**src/rtl/frc_pkg.sv**
```systemverilog
package frc_pkg;
  typedef enum logic {
    MODE_DOWN = 1'b0,
    MODE_UP   = 1'b1
  } frc_mode_t;

  function automatic logic is_last(input logic [7:0] idx, input int ratio);
    return idx == 8'(ratio - 1);
  endfunction
endpackage

```
**src/rtl/frc_decimator.sv**
```systemverilog
module frc_decimator #(
  parameter int RATIO = 4,
  parameter int CNT_W = $clog2(RATIO)
) (
  input  logic clk,
  input  logic rst,
  input  logic active,
  input  logic sof,
  input  logic eof,
  output logic wr_en,
  output logic flush,
  output logic stored
);
  import frc_pkg::*;

  logic [CNT_W-1:0] cnt;

  always_ff @(posedge clk) begin
    if (rst) begin
      cnt    <= '0;
      wr_en  <= 1'b0;
      flush  <= 1'b0;
      stored <= 1'b0;
    end else begin
      stored <= 1'b0;
      if (!active) begin
        wr_en <= 1'b0;
        flush <= 1'b0;
      end else if (sof) begin
        wr_en <= (cnt == '0);
        flush <= (cnt != '0);
        cnt   <= is_last(8'(cnt), RATIO) ? '0 : cnt + 1'b1;
      end else if (eof) begin
        stored <= wr_en;
        wr_en  <= 1'b0;
        flush  <= 1'b0;
      end
    end
  end
endmodule

```
**src/rtl/frc_repeater.sv**
```systemverilog
module frc_repeater #(
  parameter int RATIO = 4,
  parameter int CNT_W = $clog2(RATIO)
) (
  input  logic             clk,
  input  logic             rst,
  input  logic             active,
  input  logic             wr_done,
  input  logic             rd_end,
  output logic             rd_start,
  output logic             swap,
  output logic [CNT_W-1:0] pass
);
  import frc_pkg::*;

  logic pending;
  logic started;

  always_ff @(posedge clk) begin
    if (rst) begin
      pass     <= '0;
      pending  <= 1'b0;
      started  <= 1'b0;
      rd_start <= 1'b0;
      swap     <= 1'b0;
    end else begin
      rd_start <= 1'b0;
      swap     <= 1'b0;
      if (wr_done) pending <= 1'b1;
      if (!active) begin
        started <= 1'b0;
        pass    <= '0;
      end else if (!started) begin
        started  <= 1'b1;
        rd_start <= 1'b1;
      end else if (rd_end) begin
        rd_start <= 1'b1;
        if (is_last(8'(pass), RATIO)) begin
          pass <= '0;
          if (pending || wr_done) begin
            swap    <= 1'b1;
            pending <= 1'b0;
          end
        end else begin
          pass <= pass + 1'b1;
        end
      end
    end
  end
endmodule

```
**src/rtl/frame_rate_ctrl.sv**
```systemverilog
module frame_rate_ctrl #(
  parameter int RATIO = 4,
  localparam int CNT_W = $clog2(RATIO)
) (
  input  logic             clk,
  input  logic             rst,
  input  logic             up_mode,
  input  logic             in_sof,
  input  logic             in_eof,
  input  logic             wr_frame_done,
  input  logic             rd_frame_end,
  output logic             wr_en,
  output logic             pipe_flush,
  output logic             frame_stored,
  output logic             rd_start,
  output logic             buf_swap,
  output logic [CNT_W-1:0] rd_pass
);
  import frc_pkg::*;

  frc_mode_t mode;
  assign mode = frc_mode_t'(up_mode);

  frc_decimator #(.RATIO(RATIO), .CNT_W(CNT_W)) u_dec (
    .clk    (clk),
    .rst    (rst),
    .active (mode == MODE_DOWN),
    .sof    (in_sof),
    .eof    (in_eof),
    .wr_en  (wr_en),
    .flush  (pipe_flush),
    .stored (frame_stored)
  );

  frc_repeater #(.RATIO(RATIO), .CNT_W(CNT_W)) u_rep (
    .clk      (clk),
    .rst      (rst),
    .active   (mode == MODE_UP),
    .wr_done  (wr_frame_done),
    .rd_end   (rd_frame_end),
    .rd_start (rd_start),
    .swap     (buf_swap),
    .pass     (rd_pass)
  );
endmodule

```
**config.mk**
```make
export PLATFORM = sky130hd
export DESIGN_NAME = frame_rate_ctrl
export DESIGN_NICKNAME = d
export VERILOG_FILES = /design/src/rtl/frc_pkg.sv /design/src/rtl/frc_decimator.sv /design/src/rtl/frc_repeater.sv /design/src/rtl/frame_rate_ctrl.sv
export SDC_FILE = /design/constraint.sdc
export NUM_CORES = 1
export LEC_CHECK = 0
export BUFFER_PORTS_ARGS = -buffer_cell sky130_fd_sc_hd__buf_2
export CELL_PAD_IN_SITES_DETAIL_PLACEMENT = 1
export CELL_PAD_IN_SITES_GLOBAL_PLACEMENT = 1
export CORE_MARGIN = 3
export CORE_UTILIZATION = 33
export DETAILED_ROUTE_END_ITERATION = 6
export PLACE_DENSITY = 0.7
export SYNTH_ARGS = -nofsm -noshare
export SYNTH_HDL_FRONTEND = slang
export SYNTH_SLANG_ARGS = --single-unit
```
**constraint.sdc**
```tcl
create_clock -name clk -period 1.11 [get_ports clk]
set_input_delay 0.1665 -clock clk [delete_from_list [all_inputs] [get_ports clk]]
set_output_delay 0.1665 -clock clk [all_outputs]
set_load 0.05 [all_outputs]
```
Yosys cells after proc, flatten, opt, wreduce, memory -nomap -nowiden
Cells that the tools add are included.
Word-level totals
  flip-flop bits (word level): 11
  latch bits: 0
  RAM bits: 0
  ROM bits: 0
  input bits: 7
  logic and storage cells: 43
  memories: 0
Operators by class
  $add $sub $neg: 2
  multiply operators: 0
  divide/modulo/power cells: 0
  $lt $le $gt $ge: 0
  equal/unequal tests: 2
  shift-type cells: 0
  mux-type cells: 15
  bitwise gates (word level): 5
  reductions and logical operators: 10
Operators by type and width (number)
  $mux W1: 13
  $not A1 Y1: 5
  $reduce_or A5 Y1: 1
  $add A2 B1 Y2 const B: 2
  $eq A2 B2 Y1 const B: 2
  $mux W2: 2
  $reduce_and A2 Y1: 2
  $reduce_bool A2 Y1: 2
  $reduce_or A2 Y1: 2
  $reduce_or A4 Y1: 1
  $logic_not A2 Y1: 1
  $logic_or A1 B1 Y1: 1

Longest topological paths before layout
  depth after elaboration: 6
  gate-level depth with buffers: 5
  gate-level depth less buffers: 5

Hierarchy
A second synthesis with hierarchy kept.
Second synthesis, totals
  cell total of the unflattened synthesis: 48
  area, all modules: 485.5 um^2
Modules (own cells, without submodules)
  frc_decimator: instances 1, cells an instance 25, area each 244.0 um^2, seq. area each 100.1 um^2
  frc_repeater: instances 1, cells an instance 22, area each 237.7 um^2, seq. area each 120.1 um^2
  frame_rate_ctrl: instances 1, cells an instance 1, area each 3.8 um^2, seq. area each 0.0 um^2

Worst setup path before layout
Ideal clock, no wire load.
  path type: reg-to-reg
  from: reg u_rep.pass[0]
  to: reg u_rep.pending
  setup time: 0.120 ns
  data arrival time: 1.130 ns
  data required time: 0.990 ns
  slack: -0.140 ns
  cell stages (with the launch flop): 5
  buffers on the path: 0
  path through: dfxtp_1 > ha_1 > nand3_1 > nor2_1 > nor3_1
Between the ends
  cells in the longest elaborated chain, start to end: 5
RTL lines
  start: declaration: RTL line frc_repeater.sv:12  | output logic [CNT_W-1:0] pass
  start signal: assignment: RTL line frc_repeater.sv:45  | pass <= pass + 1'b1;
  $eq A2 B2 Y1: RTL line frc_pkg.sv:8  | return idx == 8'(ratio - 1);
  $mux W1: RTL line frc_repeater.sv:38  | if (is_last(8'(pass), RATIO)) begin
  $mux W1: RTL line frc_repeater.sv:36  | end else if (rd_end) begin
  $mux W1: RTL line frc_repeater.sv:33  | end else if (!started) begin
  $mux W1: RTL line frc_repeater.sv:30  | if (!active) begin
  end signal: assignment: RTL line frc_repeater.sv:22  | pending <= 1'b0;
  end signal: assignment: RTL line frc_repeater.sv:29  | if (wr_done) pending <= 1'b1;
  end signal: assignment: RTL line frc_repeater.sv:42  | pending <= 1'b0;
  end: declaration: RTL line frc_repeater.sv:16  | logic pending;
Every way passes these cells.
A chain may end at the register's enable or synchronous reset.

Worst setup path after layout
  from: reg u_rep.pass[0]
  to: out rd_pass[0]
RTL lines
  end: declaration: RTL line frame_rate_ctrl.sv:17  | output logic [CNT_W-1:0] rd_pass
No word-level cell between the ends.

==> results.py <==
metrics = {
    "setup_path": {
        "r2r-start": "u_dec.cnt[1]",
        "crit_path_start": "u_rep.pass[0]",
        "cp-end-kind": "output pin",
        "cp_max_fo": 4,
        "worstSetupPathType": "reg -> out",
        "critPathRequiredTime_ns": 0.94,
        "arrival_ns": 0.87,
        "worst_setup_path_start_kind": "register",
        "crit_buf_inv": 1,
        "crit_path_top_delay_cell": "dfxtp_2",
        "crit_chain": "buf_2",
        "slowest_delay_ns": 0.35,
        "cp_top_family": "flip-flops",
    },
    "placed_design": {
        "place_ws_ns": 0.105,
        "dp_hpwl_um": 676,
        "dpl_cell_area_um2": 532,
        "io_buffers": 13,
        "dp.cells": 75,
        "place.gp.congestion": 0.678,
    },
    "finish": {
        "layout-drive-gt1-share": 0.338,
        "fin_nets": 76,
        "fin_area_um2": 559,
        "final_common_cell": "buf_2",
        "diodes": 0,
        "layout_common_cells": "13 x buf_2, 8 x dfxtp_1, 7 x nor2_1",
        "final_cells": 79,
        "multiInputGateArea_um2": 204,
        "seq_area_um2": 224,
        "reg_top3": "u_dec.cnt: 2 flops, u_rep.pass: 2 flops",
        "fillers": 157,
        "area_delta_synth_final_pct": 25.2,
        "finish.utilization": 0.472,
    },
    "timing": {
        "max_freq_ghz": 0.966,
        "finalWorstSetupSlack_ns": 0.0747,
        "whs_ns": 0.147,
        "finalCritPeriodShare": 0.933,
        "grt_setup_unrepaired": "no",
        "hold_viol_final": 0,
        "slew_headroom": 0.835,
        "fin_crit_ns": 1.04,
        "clock_skew_ns": 0.00171,
        "slew_violations": 0,
        "tightest_slew_ns": 0.245,
        "fin_tns_setup_ns": 0,
        "setup_viol": 0,
    },
    "pwr": {
        "finalPower_mw": 0.772,
        "pwr-share-clk": 0.340,
        "p_int_mw": 0.582,
        "power_switching_mw": 0.190,
        "switching_share": 0.246,
        "p_comb_frac": 0.118,
        "vdd_drop_max_mv": 0.750,
        "power_density_nw_per_um2": 1380,
        "leakage_nw": 0.275,
        "seq_power_share": 0.542,
    },
    "cts": {
        "hold_buffers": 0,
        "insertion_delay_ns": 0.26,
        "cts-root-buf": "clkbuf_4",
        "clkSinkCount": 11,
        "cts_tree": "done",
        "cts.clk_slew.worst_paths_ns": 0.07,
        "cts_buffer_depth": 2,
        "cts_max_level": 1,
        "cts_buffers": 3,
    },
    "status": {
        "status": "completed",
    },
    "grt": {
        "grt_first_pass_wirelength_um": 1380,
        "grt_use_total": 0.105,
        "antenna_found_initial": 0,
        "grt_max_degree": 8,
        "grt-ovfl-total": 0,
        "grt_pass1_vias": 334,
    },
    "floorplanning": {
        "fp-row-count": 12,
        "die-area_um2": 1830,
        "coreArea_um2": 1190,
        "die_w_um": 42.8,
        "ios": 14,
        "die_h_um": 42.8,
        "start_util": 0.377,
    },
    "logic_synthesis": {
        "synth-seq-cells": 11,
        "synthTopCellsByArea": "dfxtp_1 49%, ha_1 8.4%, mux2i_1 6.7%",
        "synth_nets": 58,
        "synth_cell_types": 14,
        "avgSynthCellArea_um2": 9.31,
        "syn_area_um2": 447,
        "ys_seq_area_frac": 0.493,
        "synth_top_cell_by_area": "dfxtp_1",
        "syn_inst": 48,
        "ys.warnings.count": 0,
        "synth_top_area_frac": 0.493,
    },
    "routing": {
        "viasPerCell": 4.75,
        "route.detailed.drc": 0,
        "dr.first_iter.drc_count": 2,
        "dr_total_vias": 375,
        "final_antenna_net_count": 0,
        "first_pass_iters": 2,
        "wire_per_inst_um": 10.9,
        "wirelength_um": 863,
    },
    "hold_path": {
        "min_from": "in_sof",
        "hold_class": "in -> reg",
    },
    "flow_run": {
        "maxCapViolations": 0,
    },
}
==> what timing repair did <==
item,CTS,global route
gates resized for setup,0,1
setup endpoints to repair,0,1
endpoints found under the hold margin,0,0
setup buffers,0,0
==> synth_stat cells <==
cell / n
nor4_1: 1
mux2i_1: 3
nor2b_4: 1
nor3_1: 3
inv_1: 6
ha_1: 3
a21oi_1: 4
nand3_1: 2
nor3b_1: 2
nand2_1: 3
nor2_1: 7
nand2b_2: 1
dfxtp_1: 11
nor3_2: 1
==> power groups by stage <==
stage                     Sequential (mW)  Combinational [mW]  Clock (mW)
after detailed placement            0.427              0.0928           0
after global placement              0.426              0.0907           0
after global routing                0.420               0.101       0.315
final                               0.418              0.0912       0.262
after floorplan                     0.446              0.0382           0
after CTS                           0.418              0.0933       0.278
==> kinds of logic (layout without fill, tap and decap cells) <==
group | after synthesis | after routing | share of synthesized area
compound gates | 4 | 4 | 0.0448
simple gates | 21 | 21 | 0.261
fa+ha+maj | 3 | 3 | 0.0840
buf+inv | 6 | 23 | 0.0504
mux | 3 | 3 | 0.0672
flops | 11 | 11 | 0.493
==> layer usage <==
layer	vias up	track usage	wire length (µm)	part of all wire
li1	193	-	-	-
met1	169	0.112	382	0.44
met2	13	0.168	400	0.46
met3	0	0.0636	80	0.093
met4	0	0.0373	0	0
met5	-	0	0	0
==> final timing paths <==
check,slack (ns),depth (start not counted),end
worst max-delay path,0.07,1,rd_pass[0]
worst min-delay path,0.15,2,u_dec.stored
worst max register to register,0.13,4,u_dec.cnt[1]
worst min register to register,0.45,2,u_dec.stored
==> area by class of cell <==
cell class | count | share of cell area
clock buffer | 4 | 0.0470
multi-input combinational | 31 | 0.365
tap | 14 | 0.0313
inverter | 6 | 0.0403
sequential | 11 | 0.400
timing repair buffer | 13 | 0.116
Note: power is estimated with default switching activity, not from simulation.
